File: src/rtl/memmap_pkg.sv
package memmap_pkg;

  typedef enum logic [1:0] {
    MAP_SPLIT = 2'b00,
    MAP_INT32 = 2'b01,
    MAP_EXT32 = 2'b10,
    MAP_ALLRAM = 2'b11
  } map_mode_e;

  typedef struct packed {
    logic      dense;
    logic      two_banks;
    logic      xlate_en;
    map_mode_e mode;
  } map_ctrl_t;

  typedef enum logic [1:0] {
    RGN_RAM  = 2'd0,
    RGN_INT  = 2'd1,
    RGN_EXT  = 2'd2,
    RGN_IO   = 2'd3
  } region_e;

  localparam logic [7:0] IO_PAGE_HI   = 8'hFF;
  localparam logic [7:0] KEEP_PAGE_HI = 8'hFE;

endpackage

File: src/rtl/mm_cfg_regs.sv
module mm_cfg_regs
  import memmap_pkg::*;
#(
  parameter int PAGE_SEL_W = 3,
  parameter int ENTRY_W    = 8,
  parameter int CFG_AW     = 4
) (
  input  logic                                         clk,
  input  logic                                         rst_n,
  input  logic                                         cfg_we,
  input  logic [CFG_AW-1:0]                            cfg_addr,
  input  logic [ENTRY_W-1:0]                           cfg_wdata,
  output map_ctrl_t                                    ctrl,
  output logic [(1<<PAGE_SEL_W)-1:0][ENTRY_W-1:0]      page_tbl
);
  localparam int N_ENT = 1 << PAGE_SEL_W;
  localparam int CTRL_W = $bits(map_ctrl_t);

  // page entries: reset to the top N_ENT pages of physical space
  for (genvar i = 0; i < N_ENT; i++) begin : g_ent
    localparam logic [ENTRY_W-1:0] RST_PAGE = ENTRY_W'((1 << ENTRY_W) - N_ENT + i);
    logic [ENTRY_W-1:0] ent_q;
    always_ff @(posedge clk or negedge rst_n) begin
      if (!rst_n)
        ent_q <= RST_PAGE;
      else if (cfg_we && cfg_addr == CFG_AW'(i))
        ent_q <= cfg_wdata;
    end
    assign page_tbl[i] = ent_q;
  end

  always_ff @(posedge clk or negedge rst_n) begin
    if (!rst_n) begin
      ctrl.mode      <= MAP_INT32;
      ctrl.xlate_en  <= 1'b0;
      ctrl.two_banks <= 1'b0;
      ctrl.dense     <= 1'b0;
    end else if (cfg_we && cfg_addr == CFG_AW'(N_ENT)) begin
      ctrl <= map_ctrl_t'(cfg_wdata[CTRL_W-1:0]);
    end
  end

endmodule

File: src/rtl/mm_region_decode.sv
module mm_region_decode
  import memmap_pkg::*;
(
  input  logic [7:0] addr_hi,
  input  map_mode_e  mode,
  output region_e    region
);
  always_comb begin
    if (addr_hi == IO_PAGE_HI)
      region = RGN_IO;
    else if (addr_hi == KEEP_PAGE_HI || !addr_hi[7])
      region = RGN_RAM;
    else begin
      unique case (mode)
        MAP_SPLIT:  region = addr_hi[6] ? RGN_EXT : RGN_INT;
        MAP_INT32:  region = RGN_INT;
        MAP_EXT32:  region = RGN_EXT;
        default:    region = RGN_RAM;
      endcase
    end
  end
endmodule

File: src/rtl/mm_page_xlate.sv
module mm_page_xlate #(
  parameter int CPU_AW          = 16,
  parameter int PAGE_OFS_W      = 13,
  parameter int ENTRY_W         = 8,
  parameter int SMALL_BANK_BYTES = 131072,
  parameter int LARGE_BANK_BYTES = 524288,
  localparam int PAGE_SEL_W     = CPU_AW - PAGE_OFS_W,
  localparam int PHYS_W         = ENTRY_W + PAGE_OFS_W
) (
  input  logic [CPU_AW-1:0]                       cpu_addr,
  input  logic                                    xlate_en,
  input  logic                                    two_banks,
  input  logic                                    dense,
  input  logic [(1<<PAGE_SEL_W)-1:0][ENTRY_W-1:0] page_tbl,
  output logic [PHYS_W-1:0]                       phys_addr,
  output logic                                    below_floor
);
  localparam int SMALL_PAGES = SMALL_BANK_BYTES >> PAGE_OFS_W;
  localparam int LARGE_PAGES = LARGE_BANK_BYTES >> PAGE_OFS_W;
  localparam int TOTAL_PAGES = 1 << ENTRY_W;

  logic [PAGE_SEL_W-1:0] sel;
  logic [ENTRY_W-1:0]    page;
  logic [ENTRY_W:0]      fitted_pages;
  logic [ENTRY_W:0]      floor_page;

  assign sel = cpu_addr[CPU_AW-1 -: PAGE_SEL_W];

  always_comb begin
    if (xlate_en)
      page = page_tbl[sel];
    else
      page = {{(ENTRY_W-PAGE_SEL_W){1'b1}}, sel};
  end

  always_comb begin
    fitted_pages = dense ? (ENTRY_W+1)'(LARGE_PAGES) : (ENTRY_W+1)'(SMALL_PAGES);
    if (two_banks)
      fitted_pages = fitted_pages << 1;
    floor_page = (ENTRY_W+1)'(TOTAL_PAGES) - fitted_pages;
  end

  assign below_floor = {1'b0, page} < floor_page;
  assign phys_addr   = {page, cpu_addr[PAGE_OFS_W-1:0]};

endmodule

File: src/rtl/memmap_decoder.sv
module memmap_decoder
  import memmap_pkg::*;
#(
  parameter int CPU_AW     = 16,
  parameter int PAGE_OFS_W = 13,
  parameter int ENTRY_W    = 8,
  parameter int CFG_AW     = 4,
  localparam int PAGE_SEL_W = CPU_AW - PAGE_OFS_W,
  localparam int PHYS_W     = ENTRY_W + PAGE_OFS_W
) (
  input  logic              clk,
  input  logic              rst_n,
  input  logic [CPU_AW-1:0] cpu_addr,
  input  logic              cpu_rw,
  input  logic              cfg_we,
  input  logic [CFG_AW-1:0] cfg_addr,
  input  logic [ENTRY_W-1:0] cfg_wdata,
  output logic              sel_rom_int,
  output logic              sel_rom_ext,
  output logic              sel_ram,
  output logic              sel_io,
  output logic [CPU_AW-1:0] exp_addr,
  output logic [PHYS_W-1:0] ram_addr,
  output logic              ram_we,
  output logic              ram_fault
);
  map_ctrl_t                                ctrl;
  logic [(1<<PAGE_SEL_W)-1:0][ENTRY_W-1:0]  page_tbl;
  region_e                                  region;
  logic [PHYS_W-1:0]                        xl_addr;
  logic                                     below_floor;
  logic                                     is_rom;

  mm_cfg_regs #(
    .PAGE_SEL_W (PAGE_SEL_W),
    .ENTRY_W    (ENTRY_W),
    .CFG_AW     (CFG_AW)
  ) u_cfg (
    .clk       (clk),
    .rst_n     (rst_n),
    .cfg_we    (cfg_we),
    .cfg_addr  (cfg_addr),
    .cfg_wdata (cfg_wdata),
    .ctrl      (ctrl),
    .page_tbl  (page_tbl)
  );

  mm_region_decode u_rgn (
    .addr_hi (cpu_addr[CPU_AW-1 -: 8]),
    .mode    (ctrl.mode),
    .region  (region)
  );

  mm_page_xlate #(
    .CPU_AW     (CPU_AW),
    .PAGE_OFS_W (PAGE_OFS_W),
    .ENTRY_W    (ENTRY_W)
  ) u_xlate (
    .cpu_addr    (cpu_addr),
    .xlate_en    (ctrl.xlate_en),
    .two_banks   (ctrl.two_banks),
    .dense       (ctrl.dense),
    .page_tbl    (page_tbl),
    .phys_addr   (xl_addr),
    .below_floor (below_floor)
  );

  assign sel_rom_int = (region == RGN_INT);
  assign sel_rom_ext = (region == RGN_EXT);
  assign sel_ram     = (region == RGN_RAM);
  assign sel_io      = (region == RGN_IO);
  assign is_rom      = sel_rom_int | sel_rom_ext;

  // ROM bypasses translation entirely
  assign exp_addr  = is_rom ? cpu_addr : '0;
  assign ram_addr  = sel_ram ? xl_addr : '0;
  assign ram_fault = sel_ram & below_floor;
  assign ram_we    = sel_ram & ~cpu_rw & ~below_floor;

endmodule

File: config.mk
export PLATFORM = sky130hd
export DESIGN_NAME = memmap_decoder
export DESIGN_NICKNAME = d
export VERILOG_FILES = /design/src/rtl/memmap_pkg.sv /design/src/rtl/mm_cfg_regs.sv /design/src/rtl/mm_region_decode.sv /design/src/rtl/mm_page_xlate.sv /design/src/rtl/memmap_decoder.sv
export SDC_FILE = /design/constraint.sdc
export NUM_CORES = 1
export LEC_CHECK = 0
export BUFFER_PORTS_ARGS = -buffer_cell sky130_fd_sc_hd__clkbuf_2
export CAP_MARGIN = 5
export CELL_PAD_IN_SITES_DETAIL_PLACEMENT = 0
export CELL_PAD_IN_SITES_GLOBAL_PLACEMENT = 2
export CORE_MARGIN = 8
export CORE_UTILIZATION = 40
export CTS_CLUSTER_SIZE = 24
export DETAILED_ROUTE_END_ITERATION = 10
export HOLD_SLACK_MARGIN = 0.1
export PLACE_DENSITY = 0.87
export SYNTH_ARGS = -nofsm -noshare
export SYNTH_HDL_FRONTEND = slang
export SYNTH_SLANG_ARGS = --single-unit
File: constraint.sdc
create_clock -name clk -period 4.6 [get_ports clk]
set_clock_uncertainty 0.1 [all_clocks]
set_input_delay 0.46 -clock clk [delete_from_list [all_inputs] [get_ports clk]]
set_output_delay 0.46 -clock clk [all_outputs]
set_load 0.02 [all_outputs]
# Word level (Yosys, flattened, before mapping)
# Index checks and enable logic that the tools add are counted.
[op_classes]
bitwise = 6
eq_ne = 15
reduce_logical = 14
order_cmp = 2
mux = 11
addsub = 1
[op_table]
columns = ["op", "count"]
rows = [
  ["$bmux W8 S3", 1],
  ["$mux W21", 1],
  ["$eq A4 B3 Y1 const B", 4],
  ["$eq A8 B8 Y1 const B", 2],
  ["$mux W16", 1],
  ["$mux W8", 2],
  ["$logic_and A1 B1 Y1", 9],
  ["$lt A8 B9 Y1", 1],
  ["$mux W9", 1],
  ["$sub A9 B9 Y9 const A", 1],
  ["$eq A4 B2 Y1 const B", 2],
  ["$mux W7", 1],
  ["$eq A2 B2 Y1 const B", 3],
  ["$mux W2", 3],
  ["$pmux W2 S3", 1],
  ["$eq A2 B1 Y1 const B", 2],
  ["$eq A4 B1 Y1 const B", 1],
  ["$eq A4 B4 Y1 const B", 1],
  ["$logic_not A2 Y1", 2],
  ["$logic_not A4 Y1", 1],
  ["$lt A3 B4 Y1 const B", 1],
  ["$and A1 B1 Y1", 3],
  ["$not A1 Y1", 2],
  ["$logic_not A1 Y1", 1],
  ["2 further kinds", 2],
]
[totals]
inputBits = 32
register_bits = 69
out_inout_bits = 43
elab_cells = 61

# Depth between registers and ports, before layout
[logic_depth]
word_depth = 7
depth_mapped = 10

# By module
# A second synthesis with hierarchy kept.
[unflattened]
cells_unflattened = 284
area_unflattened_um2 = 3931.3
[modules_own_cells]
columns = ["module", "area_each_um2", "instances", "cells_each"]
rows = [
  ["mm_cfg_regs", 2756.4, 1, 155],
  ["mm_page_xlate", 749.5, 1, 72],
  ["memmap_decoder", 352.8, 1, 49],
  ["mm_region_decode", 72.6, 1, 8],
]

# Worst setup path before layout
# No wires, ideal clock.
[synth_timing]
path_kind = "in2out"
start = "input cpu_addr[13]"
end = "output ram_fault"
n_path_buf = 2
arrival_ps = 2692
cell_stages = 10
slack_ps = 1348
path_cell_list = "buf_6 > buf_6 > mux4_2 > mux2i_1 > nand2_1 > ha_1 > nand2_1 > or4bb_1 > a31oi_1 > o21a_1"
[synth_between]
elab_chain_len = 6
[synth_lines]
columns = ["element", "line_no", "rtl"]
rows = [
  ["start, declared", "memmap_decoder.sv:13", "input logic [CPU_AW-1:0] cpu_addr,"],
  ["parallel branches: the longest is 5 deep, another holds $lt A8 B9 Y1", "--", ""],
  ["$and A1 B1 Y1 (*)", "memmap_decoder.sv:77", "assign ram_fault = sel_ram & below_floor;"],
  ["end, declared", "memmap_decoder.sv:25", "output logic ram_fault"],
]
# Every way passes the cells marked *. The select of a mux whose other input is x is not followed.

# Final worst setup path
# Same ends and word-level chain as after synthesis.

==> qor.txt <==
Post-Syn Nets = 318
Ports = 75
Avg Inst Size Synth = 13.4 um2
Via density = 5.31
Placer Congestion = 0.759
Clock tree buffer depth = 2
Reg clk slew, reported paths = 0.08 ns
Worst setup SP type = primary input
Seq/Total Area, Yosys = 48.1%
Final setup margin = 0.873 ns
LEAKAGE = 0.00189 uW
Synth area leader = dfstp_2
Multi-input gate area = 0.00185 mm2
FF/Latch Area = 0.00179 mm2
Main synth FF type = dfstp_2
Post-synth EDFFs = 0
Pre-antenna DRT Iters = 4
Crit Path Class = primary input to output pin
Sw frac = 30.8%
Peak VDD IR = 0.179 mV
Antenna cells = 0
Layout cells sized above 1 = 64.7%
PostCTS Resize Cnt = 0
Num Clock Sinks = 69
Root Driver = clkbuf_8
All-layer global routing usage = 14.6%
P_sw = 611 uW
Worst-Margin Slew = 1.09 ns
WP data required = 4.04 ns
Delay of the slowest critical-path stage = 0.57 ns
Vias in the first global route = 2662
Yosys top cell area share = 37.3%
Pin count of the biggest net entering global routing = 38
Pwr Density = 451 mW/mm2
Placed cell area = 0.00419 mm2
Final WL = 8.85 mm
Final Hold Violating Endpoints = 0
Cells after Synth = 279
Post-route ant nets = 0
Netlist cell types = 36
Cell Area, Synth = 0.00373 mm2
TritonCTS clock tree = done
# fillers = 859
Endpoints failing setup = 0
Cts hold-fix bufs = 0
Worst path cell trace = clkbuf_2 > mux4_2 > mux2i_1 > nand2_1 > ha_1 > nand2_1 > or4bb_1 > a31oi_1 > o21a_1 > clkbuf_2
Die area = 0.0127 mm2
CP Max Fanout = 17
Status = finished, final reports clean
Overflow after GRT = 0
Global-route wire length before repair = 14.3 mm
Vias = 2501
Post-route cell area = 0.00439 mm2
Synth area leaders = dfstp_2 37%, mux2_2 21%, dfrtp_1 11%, mux4_2 8.5%, nor2b_1 3.5%
Worst Setup SP = cpu_addr[13]
Htree depth = 3
Slew Limit Fails = 0
Num rows = 35
Crit end category = output pin
Initial antenna violation count = 0
Part of the power in registers = 45.9%
Ys Warns = 0
Clock Latency Late Sink = 0.34 ns
Worst hold margin = 0.0939 ns
CORE AREA = 0.00915 mm2
Synth Register Bits = 69
Initial drt markers = 71
Comb pwr share = 29.1%
RSZ-0062 raised after global routing = no
Port Buffer Count = 74
P_int = 1370 uW
Chip Width = 113 um
Clock Power Share = 25.0%
TritonCTS Buffers = 9
DRC viols = 0
Worst slack at placement = 0.835 ns
Asr flop ratio synth = 100%
Fin cells = 471
Max-Cap Viols = 0
WL/cell = 18.8 um
Setup bufs post-CTS = 0
Max_slew headroom = 27.1%
Nets = 394
FMAX = 268 MHz
Initial core utilization = 40.7%
Crit path max-delay cell type = mux4_2
Hold Crit Class = primary input to asynchronous set/reset pin
Crit share post-route = 81.0%
Cells after DPL = 455
Fin crit period = 3.73 ns
Final HPWL DP = 6.42 mm
Die Y = 113 um
Critical path arrival = 3.17 ns
Launching point of the worst reg2reg path = u_cfg.ctrl[2]$_DFFE_PN0P_
Setup TNS = 0 ns
Area delta synth->final = 17.9%
## sequential cells by signal (all words and copies together) (netlist names)
register,count
u_cfg.g_ent.ent_q,64
u_cfg.ctrl,5
## layer usage
metal	GRT usage [%]	vias to the layer above	routed length [um]
met5	0	-	0
met4	5.40	0	134
met3	4.62	9	600
met2	23.1	78	4060
met1	18.3	1241	4060
li1	-	1173	-
## worst paths after layout
| kind | depth (start not counted) | slack, ns | to |
|---|---|---|---|
| worst max-delay path | 10 | 0.87 | ram_fault |
| worst min-delay path | 1 | 0.09 | u_cfg.ctrl[3]$_DFFE_PN0P_ |
| worst max register to register | 1 | 3.40 | u_cfg.ctrl[2]$_DFFE_PN0P_ |
| worst min register to register | 1 | 0.41 | u_cfg.g_ent[2].ent_q[2]$_DFFE_PN0P_ |
| max in group asynchronous | 2 | 3.33 | u_cfg.g_ent[5].ent_q[2]$_DFFE_PN1P_ |
| min in group clk | 2 | 0.37 | u_cfg.g_ent[0].ent_q[4]$_DFFE_PN1P_ |
## layout make-up
type,instances,area share [%]
multi-input cells,195,42.2
flip-flops and latches,69,40.8
repair buffers,78,9.11
well taps,111,3.16
clock buffers,10,3.13
clock inverters,6,1.42
inverters,2,0.171
## cell usage after synthesis (all sizes together) (4+ instances only)
master,instances
buf,9
mux2,69
o21ai,5
nand3,4
nand2,10
dfstp,53
ha,7
a21oi,8
mux4,14
clkbuf,4
nor2,8
dfrtp,16
and2,14
mux2i,11
nor2b,21
## placed cells by master (no fill, tap or decap), drive strengths merged, types with 8 or more instances in the layout
master,count
nand2,10
and2,14
mux2,69
mux2i,11
dfstp,53
mux4,14
dfrtp,16
nor2b,21
clkbuf,84
a21oi,8
nor2,8
## critical path: cells and delay by family
kind | cells | cell delay, ns
muxes | 2 | 0.77
buffers and inverters | 2 | 0.63
and+or+nand+nor | 3 | 0.62
AOI/OAI and AO/OA | 2 | 0.35
adders and majority gates | 1 | 0.33
## kinds of logic (layout without fill, tap and decap cells)
family | count (synthesis) | after routing | synth area share, %
AND/OR/NAND/NOR | 73 | 73 | 11.7
multiplexers | 94 | 94 | 32.2
AO/OA/AOI/OAI | 21 | 21 | 3.42
flip-flops | 69 | 69 | 48.1
buffers and inverters | 15 | 96 | 2.18
adder cells (fa/ha/maj) | 7 | 7 | 2.35
## power by group through the flow
stage | Clock, uW | Sequential [uW] | Combinational (uW)
6_report | 496 | 910 | 578
5_1_grt | 535 | 931 | 639
4_1_cts | 508 | 910 | 588
3_5_place_dp | 0 | 920 | 587
3_3_place_gp | 0 | 913 | 575
2_1_floorplan | 0 | 881 | 440
## per-stage QoR
step           util (%)  total power (uW)
6_report           48.0              1980
2_1_floorplan         -              1320
5_1_grt            48.0              2110
3_3_place_gp       45.8              1490
3_5_place_dp       45.8              1510
4_1_cts            48.0              2010
Note: power is estimated with default switching activity, not from simulation.
